`src/rtl/pwr_seq_pkg.sv`:
```
`timescale 1ns/1ps
package pwr_seq_pkg;
  localparam int PROG_LEN = 8;
  localparam int PIDX_W   = $clog2(PROG_LEN);
  localparam int EXP_W    = 4;
  localparam int VEC_W    = 5;
  localparam int INSTR_W  = EXP_W + VEC_W;
  localparam int CNT_W    = 1 << EXP_W;

  localparam int A_SLEEP0 = 0;
  localparam int A_WAKE0  = PROG_LEN;
  localparam int A_KEY    = 2 * PROG_LEN;
  localparam int A_TRIG   = A_KEY + 1;
  localparam int A_MASK   = A_KEY + 2;
  localparam int A_CAUSE  = A_KEY + 3;

  // awake outputs: resets released, pad supply and spare line high
  localparam logic [VEC_W-1:0] RUN_VEC = 5'b00011;

  typedef logic [INSTR_W-1:0] instr_t;

  typedef enum logic [1:0] {
    ST_AWAKE     = 2'd0,
    ST_SLEEP_RUN = 2'd1,
    ST_ASLEEP    = 2'd2,
    ST_WAKE_RUN  = 2'd3
  } seq_state_t;

  function automatic logic [EXP_W-1:0] instr_exp(instr_t ins);
    return ins[EXP_W-1:0];
  endfunction

  function automatic logic [VEC_W-1:0] instr_vec(instr_t ins);
    return ins[INSTR_W-1:EXP_W];
  endfunction

  // counter load for a wait of 2^exp cycles
  function automatic logic [CNT_W-1:0] delay_ticks(instr_t ins);
    return (CNT_W'(1) << instr_exp(ins)) - CNT_W'(1);
  endfunction

  function automatic instr_t default_sleep(int idx);
    case (idx)
      0:       return 9'h0f0;
      1:       return 9'h1f0;
      2:       return 9'h1d0;
      default: return 9'h1c0;
    endcase
  endfunction

  function automatic instr_t default_wake(int idx);
    case (idx)
      0:       return 9'h1f0;
      1:       return 9'h0f8;
      default: return 9'h030;
    endcase
  endfunction
endpackage

```
`src/rtl/pwr_seq_regs.sv`:
```
`timescale 1ns/1ps
module pwr_seq_regs
  import pwr_seq_pkg::*;
#(
  parameter int NUM_EVT   = 8,
  parameter int ADDR_W    = 5,
  parameter int DATA_W    = 32,
  parameter int KEY_VALUE = 32'h0051F15E
) (
  input  logic                          clk,
  input  logic                          rst_n,
  input  logic                          wr_en,
  input  logic [ADDR_W-1:0]             addr,
  input  logic [DATA_W-1:0]             wdata,
  input  logic [NUM_EVT-1:0]            cause,
  output logic [DATA_W-1:0]             rdata,
  output instr_t [PROG_LEN-1:0]         sleep_prog,
  output instr_t [PROG_LEN-1:0]         wake_prog,
  output logic [NUM_EVT-1:0]            wake_mask,
  output logic                          unlocked,
  output logic                          wr_accept,
  output logic                          trig_wr
);
  logic key_wr;

  assign key_wr    = wr_en && (addr == ADDR_W'(A_KEY));
  assign wr_accept = wr_en && !key_wr && unlocked;
  assign trig_wr   = wr_accept && (addr == ADDR_W'(A_TRIG));

  always_ff @(posedge clk or negedge rst_n) begin
    if (!rst_n)      unlocked <= 1'b0;
    else if (key_wr) unlocked <= (wdata == DATA_W'(KEY_VALUE));
    else if (wr_en)  unlocked <= 1'b0;
  end

  for (genvar i = 0; i < PROG_LEN; i++) begin : g_prog
    instr_t s_q, w_q;
    always_ff @(posedge clk or negedge rst_n) begin
      if (!rst_n) begin
        s_q <= default_sleep(i);
        w_q <= default_wake(i);
      end else if (wr_accept) begin
        if (addr == ADDR_W'(A_SLEEP0 + i)) s_q <= wdata[INSTR_W-1:0];
        if (addr == ADDR_W'(A_WAKE0 + i))  w_q <= wdata[INSTR_W-1:0];
      end
    end
    assign sleep_prog[i] = s_q;
    assign wake_prog[i]  = w_q;
  end

  always_ff @(posedge clk or negedge rst_n) begin
    if (!rst_n) wake_mask <= '0;
    else if (wr_accept && addr == ADDR_W'(A_MASK)) wake_mask <= wdata[NUM_EVT-1:0];
  end

  always_comb begin
    rdata = '0;
    if (addr < ADDR_W'(A_WAKE0))
      rdata[INSTR_W-1:0] = sleep_prog[addr[PIDX_W-1:0]];
    else if (addr < ADDR_W'(A_KEY))
      rdata[INSTR_W-1:0] = wake_prog[addr[PIDX_W-1:0]];
    else if (addr == ADDR_W'(A_KEY))
      rdata[0] = unlocked;
    else if (addr == ADDR_W'(A_MASK))
      rdata[NUM_EVT-1:0] = wake_mask;
    else if (addr == ADDR_W'(A_CAUSE))
      rdata[NUM_EVT-1:0] = cause;
  end
endmodule

```
`src/rtl/pwr_seq_wake.sv`:
```
`timescale 1ns/1ps
module pwr_seq_wake #(
  parameter int NUM_EVT = 8
) (
  input  logic               clk,
  input  logic               rst_n,
  input  logic [NUM_EVT-1:0] evt,
  input  logic [NUM_EVT-1:0] mask,
  input  logic               is_asleep,
  output logic               wake_start,
  output logic [NUM_EVT-1:0] cause
);
  logic [NUM_EVT-1:0] hits;

  assign hits       = evt & mask;
  assign wake_start = is_asleep && (|hits);

  always_ff @(posedge clk or negedge rst_n) begin
    if (!rst_n)          cause <= '0;
    else if (wake_start) cause <= hits;
  end
endmodule

```
`src/rtl/pwr_seq_engine.sv`:
```
`timescale 1ns/1ps
module pwr_seq_engine
  import pwr_seq_pkg::*;
(
  input  logic                  clk,
  input  logic                  rst_n,
  input  logic                  sleep_req,
  input  logic                  wake_start,
  input  instr_t [PROG_LEN-1:0] sleep_prog,
  input  instr_t [PROG_LEN-1:0] wake_prog,
  output logic [VEC_W-1:0]      ctl_vec,
  output logic                  sleep_start,
  output logic                  step_done,
  output logic                  is_busy,
  output logic                  is_asleep
);
  seq_state_t        state;
  logic [PIDX_W-1:0] step;
  logic [CNT_W-1:0]  cnt;
  instr_t            cur_ins, nxt_ins;
  logic              last_step;

  assign is_busy     = (state == ST_SLEEP_RUN) || (state == ST_WAKE_RUN);
  assign is_asleep   = (state == ST_ASLEEP);
  assign sleep_start = sleep_req && (state == ST_AWAKE);
  assign step_done   = is_busy && (cnt == '0);
  assign last_step   = (step == PIDX_W'(PROG_LEN - 1));
  assign cur_ins     = (state == ST_WAKE_RUN) ? wake_prog[step] : sleep_prog[step];
  assign nxt_ins     = (state == ST_WAKE_RUN) ? wake_prog[step + 1'b1]
                                               : sleep_prog[step + 1'b1];

  always_ff @(posedge clk or negedge rst_n) begin
    if (!rst_n) begin
      state   <= ST_AWAKE;
      step    <= '0;
      cnt     <= '0;
      ctl_vec <= RUN_VEC;
    end else if (sleep_start) begin
      state <= ST_SLEEP_RUN;
      step  <= '0;
      cnt   <= delay_ticks(sleep_prog[0]);
    end else if (wake_start) begin
      state <= ST_WAKE_RUN;
      step  <= '0;
      cnt   <= delay_ticks(wake_prog[0]);
    end else if (step_done) begin
      ctl_vec <= instr_vec(cur_ins);
      if (last_step) begin
        state <= (state == ST_SLEEP_RUN) ? ST_ASLEEP : ST_AWAKE;
        step  <= '0;
      end else begin
        step <= step + 1'b1;
        cnt  <= delay_ticks(nxt_ins);
      end
    end else if (is_busy) begin
      cnt <= cnt - 1'b1;
    end
  end
endmodule

```
`src/rtl/pwr_seq_top.sv`:
```
`timescale 1ns/1ps
module pwr_seq_top
  import pwr_seq_pkg::*;
#(
  parameter int NUM_EVT   = 8,
  parameter int ADDR_W    = 5,
  parameter int DATA_W    = 32,
  parameter int KEY_VALUE = 32'h0051F15E
) (
  input  logic               clk,
  input  logic               rst_n,
  input  logic               reg_wr,
  input  logic [ADDR_W-1:0]  reg_addr,
  input  logic [DATA_W-1:0]  reg_wdata,
  output logic [DATA_W-1:0]  reg_rdata,
  input  logic [NUM_EVT-1:0] wake_evt,
  output logic               clkdom_rst,
  output logic               core_rst,
  output logic               pad_rst,
  output logic               pad_pwr_en,
  output logic               spare_ctl,
  output logic               asleep,
  output logic               busy
);
  instr_t [PROG_LEN-1:0] sleep_prog, wake_prog;
  logic [NUM_EVT-1:0]    wake_mask, cause;
  logic                  unlocked, wr_accept, trig_wr;
  logic                  wake_start, sleep_start, step_done;
  logic [VEC_W-1:0]      ctl_vec;

  pwr_seq_regs #(
    .NUM_EVT(NUM_EVT), .ADDR_W(ADDR_W), .DATA_W(DATA_W), .KEY_VALUE(KEY_VALUE)
  ) u_regs (
    .clk(clk), .rst_n(rst_n), .wr_en(reg_wr), .addr(reg_addr), .wdata(reg_wdata),
    .cause(cause), .rdata(reg_rdata), .sleep_prog(sleep_prog), .wake_prog(wake_prog),
    .wake_mask(wake_mask), .unlocked(unlocked), .wr_accept(wr_accept), .trig_wr(trig_wr)
  );

  pwr_seq_wake #(.NUM_EVT(NUM_EVT)) u_wake (
    .clk(clk), .rst_n(rst_n), .evt(wake_evt), .mask(wake_mask),
    .is_asleep(asleep), .wake_start(wake_start), .cause(cause)
  );

  pwr_seq_engine u_eng (
    .clk(clk), .rst_n(rst_n), .sleep_req(trig_wr), .wake_start(wake_start),
    .sleep_prog(sleep_prog), .wake_prog(wake_prog), .ctl_vec(ctl_vec),
    .sleep_start(sleep_start), .step_done(step_done), .is_busy(busy), .is_asleep(asleep)
  );

  assign {clkdom_rst, core_rst, pad_rst, pad_pwr_en, spare_ctl} = ctl_vec;
endmodule

```
`config.mk`:
```
export PLATFORM = sky130hd
export DESIGN_NAME = pwr_seq_top
export DESIGN_NICKNAME = d
export VERILOG_FILES = /design/src/rtl/pwr_seq_pkg.sv /design/src/rtl/pwr_seq_regs.sv /design/src/rtl/pwr_seq_wake.sv /design/src/rtl/pwr_seq_engine.sv /design/src/rtl/pwr_seq_top.sv
export SDC_FILE = /design/constraint.sdc
export NUM_CORES = 1
export LEC_CHECK = 0
export BUFFER_PORTS_ARGS = -buffer_cell sky130_fd_sc_hd__clkbuf_2
export CAP_MARGIN = 20
export CORE_ASPECT_RATIO = 0.7
export CORE_MARGIN = 2
export CORE_UTILIZATION = 47
export DETAILED_ROUTE_END_ITERATION = 10
export SETUP_SLACK_MARGIN = 0.4
export SYNTH_ARGS = -nofsm -noshare
export SYNTH_HDL_FRONTEND = slang
export SYNTH_HIERARCHICAL = 1
export SYNTH_SLANG_ARGS = --single-unit
```
`constraint.sdc`:
```
create_clock -name clk -period 4.2 [get_ports clk]
set_input_delay 0.21 -clock clk [delete_from_list [all_inputs] [get_ports clk]]
set_output_delay 0.21 -clock clk [all_outputs]
set_load 0.005 [all_outputs]
```
# == Word level (Yosys, flattened, before mapping) ==
# Cells that the tools add are included.
# totals
mem_count,0
out_inout_bits,39
ramBits,0
regBits,187
mem_bits_ro,0
latch_bits,0
elab_cells,138
# classes
eq_ne,25
mul,0
n_reduce_logical,37
n_bitwise,3
n_mux,37
add_sub_neg,5
shifts,3
div_mod_pow,0
order_cmp,5
# ops
operator,n
binary-select mux 9 bit (select 3 bit),6
two-way mux 16 bit,5
two-way mux 9 bit,6
left shift 1 x 4 -> 16 bit (first input constant),3
subtractor 16 x 2 -> 16 bit (second input constant),3
== test 5 x 4 -> 1 bit (second input constant),8
AND reduction 2 bit,18
== test 32 x 23 -> 1 bit (second input constant),1
two-way mux 8 bit,3
== test 5 x 3 -> 1 bit (second input constant),4
== test 5 bit (second input constant),4
zero test 16 bit,1
subtractor 16 x 1 -> 16 bit (second input constant),1
< comparator 3 x 4 -> 1 bit (second input constant),3
two-way mux 3 bit,4
two-way mux 4 bit,3
== test 5 x 2 -> 1 bit (second input constant),2
two-way mux 2 bit,5
AND 8 bit,1
logical AND 1 bit,8
OR reduction 8 bit,1
two-way mux 7 bit,1
nonzero test 3 bit,2
== test 5 x 1 -> 1 bit (second input constant),1
16 further kinds,21

# == Depth between registers and ports, before layout ==
# Gate-level depths: netlist of run 1.
# logic_depth
depth_word,10
ltp_mapped,17

# == By module ==
# The synthesis of run 1 kept the hierarchy.
# modules_own_cells
mod,cells_each,seq_area_each_um2,instances,area_each_um2
pwr_seq_regs,518,3891.2,1,7546.0
pwr_seq_engine,368,653.1,1,3449.6
pwr_seq_wake,59,200.2,1,510.5

# == Worst setup path after synthesis of run 1 ==
# Ideal clock, no wire load.
# synth_timing
kind,reg-to-reg
startpoint,register u_eng.step[0]
endpoint,register u_eng.cnt[6]
setup_slack_ps,442
t_arrival_ps,3663
synth_period_minus_slack_ps,3758
path_stages_with_launch,18
required_time_ps,4104
cell_sequence,dfrtp_1 -> ha_1 -> ha_1 -> clkbuf_1 -> mux4_2 -> a22oi_1 -> nand2_2 -> or2_1 -> nor3_2 -> inv_1 -> ha_1 -> clkbuf_1 -> inv_1 -> nand3_1 -> or2_1 -> a21oi_1 -> nor3_1 -> o31ai_1
# synth_via
elab_chain_cells,10
# synth_rtl
element,line,rtl
start: declaration,pwr_seq_engine.sv:18,logic [PIDX_W-1:0] step;
start signal: assignment,pwr_seq_engine.sv:52,step <= step + 1'b1;
adder 3 x 1 -> 3 bit,"pwr_seq_engine.sv:29, pwr_seq_engine.sv:30",
binary-select mux 9 bit (select 3 bit) (on tied branches),"pwr_seq_engine.sv:30, pwr_seq_engine.sv:29",
two-way mux 4 bit (on tied branches),"pwr_seq_engine.sv:30, pwr_seq_engine.sv:29",
two-way mux 4 bit,pwr_seq_engine.sv:29,assign nxt_ins = (state == ST_WAKE_RUN) ? wake_prog[step + 1'b1]
left shift 1 x 4 -> 16 bit,pwr_seq_pkg.sv:39,return (CNT_W'(1) << instr_exp(ins)) - CNT_W'(1);
subtractor 16 x 2 -> 16 bit,pwr_seq_pkg.sv:39,
two-way mux 16 bit,pwr_seq_engine.sv:48,if (last_step) begin
two-way mux 16 bit,pwr_seq_engine.sv:46,end else if (step_done) begin
two-way mux 16 bit,pwr_seq_engine.sv:42,end else if (wake_start) begin
two-way mux 16 bit,pwr_seq_engine.sv:38,end else if (sleep_start) begin
end signal: assignment,pwr_seq_engine.sv:41,cnt <= delay_ticks(sleep_prog[0]);
end signal: assignment,pwr_seq_engine.sv:45,cnt <= delay_ticks(wake_prog[0]);
end signal: assignment,pwr_seq_engine.sv:53,cnt <= delay_ticks(nxt_ins);
end: declaration,pwr_seq_engine.sv:19,logic [CNT_W-1:0] cnt;
# Parallel ways exist; a longest one is shown, timed or not. The select of a mux whose other input is x is not followed.
# A chain may end at the register's enable or synchronous reset.

# == Final worst setup path of run 1 ==
# Ends and elaborated chain as after synthesis.

==> results.json, run 1 <==
{
  "outcome": "finished clean",
  "clock_skew_ps": 9.94,
  "clock_latency_ps": 440,
  "cts_sinks": 187,
  "grt_pass1_vias": 7947,
  "io_pins": 87,
  "gp_congestion": 0.918,
  "finalSetupViolCount": 0,
  "final_cell_mix": "mux2_2 (157), dfrtp_1 (133), mux4_2 (64)",
  "drv_slew": 0,
  "drc": 0,
  "crit_fanout": 8,
  "drt_iter0_markers": 928,
  "drive_gt1_share_pct": 43.5,
  "share_comb_of_total_power_pct": 10.0,
  "viasPerCell": 6.42,
  "numCtsBuffers": 17,
  "syn-instance-count": 944,
  "grt_max_degree": 84,
  "synth_warnings": 6,
  "num_antenna_cells": 0,
  "antenna_found_initial": 0,
  "overflow": 0,
  "slowest_stage": "dfrtp_2",
  "final_common_cell": "mux2_2",
  "dieArea_um2": 25800,
  "die_y_um": 135,
  "tritoncts": "built",
  "h-tree-depth": 4,
  "cp.required_ps": 4540,
  "cts-root-buf": "clkbuf_16",
  "critPathLaunch": "u_eng/step[0]",
  "worstSetupStartpointType": "flop",
  "grtUsageTotal_pct": 27.3,
  "hpwlAfterDp_mm": 23.2,
  "regToRegStartpoint": "u_eng/step[0]",
  "cpPeakStageDelay_ps": 490,
  "fin_util_pct": 53.7,
  "placed_cells": 1293,
  "rsz0062_at_grt": "false",
  "p_total_mw": 4.02,
  "synthesis.area_um2": 11500,
  "hp-start": "reg_wdata[16]",
  "path_delay_family": "simple AND/OR/NAND/NOR gates",
  "internal_power_mw": 2.99,
  "irDropWorstVdd_mv": 0.251,
  "fin_ws_ps": 559,
  "p_leak_nw": 5.75,
  "cts.path.max_buffers": 2,
  "cp_num_buf_inv": 2,
  "wl_per_cell_um": 25.8,
  "end_kind": "flop",
  "core_area_um2": 23800,
  "post-route-min-period_ps": 3640,
  "drt_wl_total_mm": 34.2,
  "vias": 8524,
  "pre_cts_slack_ps": 383,
  "pwr-share-clk_pct": 42.7,
  "cp.arrival_ps": 3980,
  "post-route-period-util_pct": 86.7,
  "path_cells": "ha_4 > ha_4 > mux4_2 > a22oi_1 > nand2_2 > or2_1 > nor3_4 > inv_1 > ha_1 > inv_2 > nand3_1 > or2_1 > a21oi_1 > nor3_1 > o31ai_1",
  "netSwitchingFraction_pct": 25.6,
  "ant_nets": 0,
  "nets": 1050,
  "final-hold-violation-count": 0,
  "grt_pass1_wl_mm": 51.5,
  "worstMarginPinSlew_ps": 1100,
  "syn_area_per_cell_um2": 12.2,
  "cts.clk_slew.worst_paths_ps": 70,
  "p_seq_share_pct": 47.3,
  "tns_ps": 0,
  "max_cap_violations": 0,
  "fin_cells": 1327,
  "max_freq_ghz": 0.275,
  "min_path_type": "in -> reg",
  "netSwitchingPower_mw": 1.03,
  "syn_to_final_growth_pct": 11.3,
  "rows": 47,
  "start_util_pct": 48.3,
  "crit_type": "reg -> reg",
  "p_per_area_nw_per_um2": 314,
  "die_width_um": 191,
  "worst_slew_margin_rel_pct": 26.4,
  "numPortBuffers": 63,
  "dr.pass1.iters": 6
}
sequential cells by signal, summed over array words and instances (netlist names):
name               cells
u_eng/state            2
u_eng/ctl_vec          5
u_regs/unlocked        1
u_wake/cause           8
u_regs/wake_mask       8
u_regs/g_prog.w_q     72
u_regs/g_prog.s_q     72
u_eng/step             3
u_eng/cnt             16
what timing repair did:
item | 4_1_cts | 5_1_grt
resized for setup | 3 | 9
endpoints found under the hold margin | 60 | 0
setup endpoints to repair | 2 | 5
setup buffers | 0 | 0
cloned | 0 | 1
hold buffers | 1 | 0
stage by stage:
stage | cell area [um^2] | hold WS (ps)
after floorplan | 11600 | -85.6
after global placement | 12100 | 307
after detailed placement | 12100 | 308
after CTS | 12700 | 27.7
after global routing | 12800 | 40.6
final | 12800 | 36.1
layout make-up:
type | instances | area (um^2)
clock inverter | 10 | 139
clock buffer | 22 | 474
inverter | 11 | 41.3
timing repair buffer | 94 | 619
sequential | 187 | 4750
tap | 318 | 398
fill | 2051 | 11000
multi-input combinational | 685 | 6380
routing by layer:
| layer | track usage, % | vias up | wire, um | share of wire [%] |
|---|---|---|---|---|
| li1 | - | 3673 | - | - |
| met1 | 42.3 | 4388 | 16000 | 47 |
| met2 | 37.5 | 434 | 14400 | 42 |
| met3 | 8.63 | 29 | 3550 | 10 |
| met4 | 4.65 | 0 | 261 | 0.76 |
| met5 | 0 | - | 0 | 0 |
tightest hold or removal path, stage by stage:
cell	delay, ps
clkbuf_2	80
nand4_1	70
o32ai_1	70
path summary, 6_finish.rpt:
path,end,slack (ps),cells past startpoint
min in group asynchronous,u_eng/ctl_vec[4],360,2
hold reg to reg,u_eng/ctl_vec[4],510,1
setup / recovery,u_eng/cnt[6],560,15
setup reg to reg,u_eng/cnt[6],560,15
max in group asynchronous,u_eng/step[2],2800,3
hold / removal,u_regs/unlocked,40,3
power groups by stage:
stage | sequential (mW) | combinational (mW) | clock (mW)
5_1_grt | 1.91 | 0.439 | 1.83
4_1_cts | 1.90 | 0.396 | 1.74
6_report | 1.90 | 0.402 | 1.71
3_5_place_dp | 1.93 | 0.393 | 0
3_3_place_gp | 1.93 | 0.391 | 0
2_1_floorplan | 1.91 | 0.260 | 0
No activity file was read; power rests on OpenSTA's default activity.
==> inputs of run 2 (changes only) <==
--- a/config.mk
+++ b/config.mk
@@ -14,5 +14,4 @@
 export SETUP_SLACK_MARGIN = 0.4
 export SYNTH_ARGS = -nofsm -noshare
 export SYNTH_HDL_FRONTEND = slang
-export SYNTH_HIERARCHICAL = 1
 export SYNTH_SLANG_ARGS = --single-unit
==> run 2 against run 1 <==
Against the previous run: synthesized cell count decreased by 3.8%; critical path depth decreased by 1; global-route usage decreased by 0.60 points; flip-flop and latch count unchanged; non-clock buffer count increased by 3; clock skew increased by 5.7 ps; critical endpoint is now u_eng.cnt[4].
==> results.json, run 2 <==
{
  "crit-reg2reg-capture": "u_eng.cnt[4]",
  "n_fill_cell": 2024,
  "worst_slew_margin_rel_pct": 36.4,
  "dieArea_um2": 24800,
  "fin_util_pct": 54.1,
  "cts.path.max_buffers": 2,
  "synth_commonest_cells": "mux2_2 (152), dfrtp_1 (135), mux4_2 (76), nand2_1 (76), dfstp_2 (52)",
  "start_util_pct": 48.3,
  "grt_pass1_vias": 7585,
  "p_per_area_nw_per_um2": 308,
  "overflow": 0,
  "synth.area.mux_share_pct": 33.8,
  "synth_xor_area_share_pct": 0.949,
  "hold_depth": 3,
  "post-cts-setup-buffers": 0,
  "synth_edf_count": 0,
  "netlist_top_cells_area": "dfrtp_1 (31%), mux2_2 (15%), mux4_2 (15%), dfstp_2 (12%), nand2_1 (2.6%)",
  "synth-main-ff-cell": "dfrtp_1",
  "numPortBuffers": 63,
  "worstSetupStartpointType": "flop",
  "end_kind": "flop",
  "syn_to_final_growth_pct": 11.9,
  "irDropWorstVdd_mv": 0.293,
  "finalSetupViolCount": 0,
  "p_leak_nw": 5.48,
  "regToRegStartpoint": "u_eng.step[0]",
  "synth_area_leader_cell": "dfrtp_1",
  "worst-r2r-setup-slack_ps": 680,
  "synth_top_family_by_area": "multiplexers",
  "stdcell_area_um2": 12400,
  "drt_iter0_markers": 939,
  "min_path_type": "in -> reg",
  "syn-instance-count": 908,
  "core_area_um2": 22900,
  "crit_type": "reg -> reg",
  "drt_wl_total_mm": 32.4,
  "pre_cts_slack_ps": 306,
  "cts-root-buf": "clkbuf_16",
  "grt_pass1_wl_mm": 48.8,
  "synthArstFlopShare_pct": 100,
  "viasPerCell": 6.32,
  "holdWs_ps": 34.7,
  "io_pins": 87,
  "nets": 1016,
  "drive_gt1_share_pct": 43.3,
  "reg_top3": "u_regs.g_prog.s_q (72), u_regs.g_prog.w_q (72), u_eng.cnt (16)",
  "h-tree-depth": 4,
  "synthAdderAreaFrac_pct": 0.678,
  "vias": 8129,
  "cp.arrival_ps": 3890,
  "cts_sinks": 187,
  "yosys.area_share.simple_pct": 9.98,
  "outcome": "finished clean",
  "grtUsageTotal_pct": 26.7,
  "ant_nets": 0,
  "cts.clk_slew.worst_paths_ps": 70,
  "fin_ws_ps": 685,
  "synth_most_common_cell": "mux2_2",
  "max_cap_violations": 0,
  "cp.required_ps": 4570,
  "post-route-min-period_ps": 3520,
  "die_width_um": 187,
  "placed_area_um2": 11700,
  "synthesis.area_um2": 11100,
  "die_y_um": 132,
  "tns_ps": 0,
  "synth_warnings": 0,
  "hpwlAfterDp_mm": 22.6,
  "synth_compound_area_share_pct": 7.30,
  "min_to": "u_wake.cause[0]",
  "final-hold-violation-count": 0,
  "synth_cell_type_count": 65,
  "synth-seq-area-share_pct": 42.9,
  "rsz0062_at_grt": "false",
  "num_antenna_cells": 0,
  "rows": 46,
  "post-route-period-util_pct": 83.7,
  "drc": 0,
  "wl_per_cell_um": 25.2,
  "hp-start": "wake_evt[0]",
  "final_common_cell": "mux2_2",
  "clock_latency_ps": 450,
  "final_cell_mix": "mux2_2 (152), dfrtp_1 (134), mux4_2 (76), nand2_1 (76), clkbuf_2 (62)",
  "gp_congestion": 0.943,
  "worstMarginPinSlew_ps": 945,
  "crit_fanout": 28,
  "drv_slew": 0,
  "tritoncts": "built",
  "dr.pass1.iters": 5,
  "synth.top_cell.area_share_pct": 30.5,
  "numCtsBuffers": 17,
  "synth-seq-cells": 187,
  "max_freq_ghz": 0.284,
  "r2r_cells": 14,
  "syn_area_per_cell_um2": 12.2,
  "antenna_found_initial": 0,
  "grt_max_degree": 112,
  "clock_skew_ps": 15.7
}
-- run 2: per-layer routing --
layer	GRT usage [%]	share of wire [%]
met4	6.21	1.5
met5	2.12	0.21
met3	7.80	10
met2	36.2	41
met1	41.5	47
-- run 2: worst max path at each step --
| stage | from | to | slack, ps | cells past startpoint |
|---|---|---|---|---|
| global placement | u_eng.step[0] | u_eng.cnt[4] | 470 | 14 |
| CTS | u_eng.step[0] | u_eng.cnt[4] | 410 | 14 |
| floorplan | u_eng.step[1] | u_eng.cnt[4] | 720 | 13 |
| detailed placement | u_eng.step[0] | u_eng.cnt[4] | 310 | 14 |
| global route | u_eng.step[0] | u_eng.cnt[4] | 400 | 14 |
| finish | u_eng.step[0] | u_eng.cnt[4] | 680 | 14 |
-- run 2: timing repair --
item | 4_1_cts | 5_1_grt
hold buffers | 1 | 0
endpoints found under the setup margin | 2 | 6
hold endpoints to repair | 69 | 0
gates resized for setup | 1 | 8
-- run 2: cells by family after synthesis --
| family | after synthesis |
|---|---|
| AO/OA/AOI/OAI | 129 |
| XOR/XNOR | 12 |
| adder cells (fa/ha/maj) | 6 |
| buffers and inverters | 96 |
| flip-flops | 187 |
| multiplexers | 258 |
| other | 1 |
| AND/OR/NAND/NOR | 219 |
-- run 2: power breakdown --
part | internal, mW | leakage, nW | switching (mW)
Sequential | 1.82 | 2.37 | 0.00897
Combinational | 0.0719 | 2.80 | 0.142
Clock | 1.03 | 0.315 | 0.746
Total | 2.92 | 5.48 | 0.896
-- run 2: metrics by stage --
stage | power, mW | std cells
after floorplan | 1.97 | 930
after global placement | 2.07 | 1254
after CTS | 3.84 | 1287
final | 3.82 | 1287
after global routing | 3.93 | 1287
after detailed placement | 2.07 | 1254
-- run 2: critical path, stage by stage (launching register included) --
cell and delay (ps):
dfrtp_2 410, buf_8 300, buf_6 310, mux2i_1 230, mux4_2 310, mux2i_4 90
nor3_2 310, nand2_1 100, ha_1 200, buf_4 180, nor4b_1 430, nor2_1 90
o31ai_1 220, a21oi_1 100, o211ai_1 150
-- run 2: area by class of cell --
cell class	instances	area, um^2	share of cell area, %
Clock inverter	13	186	1.51
Inverter	12	45.0	0.364
Clock buffer	19	453	3.66
Tap cell	312	390	3.15
Multi-Input combinational cell	647	5960	48.1
Sequential cell	187	4750	38.3
Timing Repair Buffer	97	606	4.89
==> inputs of run 3 (changes only) <==
==> constraint.sdc (replaced) <==
create_clock -name clk -period 3.4 [get_ports clk]
set_input_delay 0.17 -clock clk [delete_from_list [all_inputs] [get_ports clk]]
set_output_delay 0.17 -clock clk [all_outputs]
set_load 0.005 [all_outputs]
==> run 3 against run 2 <==
Against the previous run: power rose by 20%; first-iteration DRC count fell by 0.43%; sequential share of layout area fell by 1.4 points; flip-flop and latch count did not move; cell count rose by 3.4%; highest routed layer is now met4; non-clock buffer count rose by 44.
==> results.json, run 3 (synthesis results as in run 2) <==
{
  "outcome": "finished clean",
  "p_seq_share_pct": 49.0,
  "tritoncts": "built",
  "dieArea_um2": 24800,
  "vias": 8441,
  "gp_congestion": 0.971,
  "netSwitchingFraction_pct": 23.5,
  "cts.path.max_buffers": 2,
  "max_freq_ghz": 0.326,
  "worst_slew_margin_rel_pct": 38.4,
  "hpwlAfterDp_mm": 24.4,
  "drt_iter0_markers": 935,
  "grt_max_degree": 68,
  "numCtsBuffers": 17,
  "reg_top3": "u_regs.g_prog.s_q (72), u_regs.g_prog.w_q (72), u_eng.cnt (16)",
  "worstMarginPinSlew_ps": 920,
  "pre_cts_slack_ps": 165,
  "viasPerCell": 6.34,
  "core_area_um2": 22900,
  "holdWs_ps": 22.7,
  "crit_fanout": 7,
  "die_y_um": 132,
  "antenna_found_initial": 1,
  "nets": 1060,
  "overflow": 0,
  "cts.clk_slew.worst_paths_ps": 70,
  "drc": 0,
  "wl_per_cell_um": 25.6,
  "fin_ws_ps": 335,
  "cts_sinks": 187,
  "final-hold-violation-count": 0,
  "cp.arrival_ps": 3370,
  "num_antenna_cells": 0,
  "drive_gt1_share_pct": 46.5,
  "rows": 46,
  "grtUsageTotal_pct": 28.5,
  "drt_wl_total_mm": 34.1,
  "h-tree-depth": 4,
  "final_cell_mix": "mux2_2 (150), dfrtp_1 (134), mux4_2 (76)",
  "cp.required_ps": 3710,
  "crit_type": "reg -> reg",
  "p_leak_nw": 5.73,
  "ant_nets": 0,
  "finalSetupViolCount": 0,
  "drv_slew": 0,
  "numPortBuffers": 63,
  "syn_to_final_growth_pct": 16.0,
  "io_pins": 87,
  "fin_util_pct": 56.1,
  "clock_skew_ps": 13.9,
  "cts-root-buf": "clkbuf_16",
  "dr.pass1.iters": 5,
  "share_comb_of_total_power_pct": 6.1,
  "final_common_cell": "mux2_2",
  "max_cap_violations": 0,
  "min_path_type": "in -> reg",
  "grt_pass1_wl_mm": 52.3,
  "post-route-period-util_pct": 90.1,
  "internal_power_mw": 3.52,
  "worstSetupStartpointType": "flop",
  "irDropWorstVdd_mv": 0.358,
  "end_kind": "flop",
  "tns_ps": 0,
  "grt_pass1_vias": 8208,
  "post-route-min-period_ps": 3060,
  "clock_latency_ps": 450,
  "die_width_um": 187,
  "start_util_pct": 48.3,
  "pwr-share-clk_pct": 44.9,
  "p_per_area_nw_per_um2": 358,
  "netSwitchingPower_mw": 1.08,
  "rsz0062_at_grt": "true"
}
-- run 3: worst max-delay path, stage by stage, from the launching register on --
cell	delay, ps
dfrtp_2	470
ha_4	320
buf_6	130
mux4_2	300
nand2_1	90
nand4_1	210
nor3_4	320
nand2_2	120
ha_4	220
buf_4	160
a211oi_1	240
o21ai_1	90
o21ai_1	160
a31oi_1	100
-- run 3: metal layers --
metal / global-route usage, % / routed length [um] / vias up
met5: 0 / 0 / -
met4: 4.81 / 356 / 0
met3: 10.0 / 3950 / 29
met2: 39.4 / 14200 / 468
met1: 43.4 / 15600 / 4350
li1: - / - / 3594
-- run 3: what timing repair did --
item | CTS | global route
endpoints found under the hold margin | 50 | 0
hold buffers | 4 | 0
pin swaps | 10 | 12
endpoints found under the setup margin | 6 | 6
resized for setup | 16 | 11
cloned | 1 | 0
setup buffers | 13 | 4
-- run 3: stage by stage --
stage / cells / power, mW / area [um^2]
after global placement: 1277 / 2.56 / 11900
after detailed placement: 1277 / 2.57 / 11900
after floorplan: 930 / 2.44 / 11200
after global routing: 1331 / 4.74 / 12800
after CTS: 1327 / 4.63 / 12800
final: 1331 / 4.60 / 12800
-- run 3: path summary, 6_finish.rpt --
path / slack [ps] / endpoint / cells after the start / start
max: 340 / u_eng.cnt[6] / 13 / u_eng.step[0]
min: 20 / u_wake.cause[5] / 3 / wake_evt[5]
max reg2reg: 340 / u_eng.cnt[6] / 13 / u_eng.step[0]
min reg2reg: 450 / u_eng.ctl_vec[1] / 2 / u_eng.ctl_vec[1]
max in group asynchronous: 2250 / u_regs.g_prog[4].s_q[7] / 3 / rst_n
min in group asynchronous: 290 / u_eng.ctl_vec[2] / 2 / rst_n
-- run 3: final cells by class --
cell class                 instances  area (um^2)
clock buffer                      21          450
clock inverter                    11          144
tap                              312          390
sequential                       187         4750
multi-input combinational        647         6080
fill                            1956        10100
timing repair buffer             141          988
inverter                          12         45.0
-- run 3: power by group through the flow --
| stage | Sequential, mW | Combinational, mW | Clock [mW] |
|---|---|---|---|
| 3_3_place_gp | 2.29 | 0.272 | 0 |
| 6_report | 2.25 | 0.281 | 2.06 |
| 3_5_place_dp | 2.29 | 0.273 | 0 |
| 4_1_cts | 2.25 | 0.280 | 2.10 |
| 2_1_floorplan | 2.29 | 0.146 | 0 |
| 5_1_grt | 2.25 | 0.308 | 2.18 |
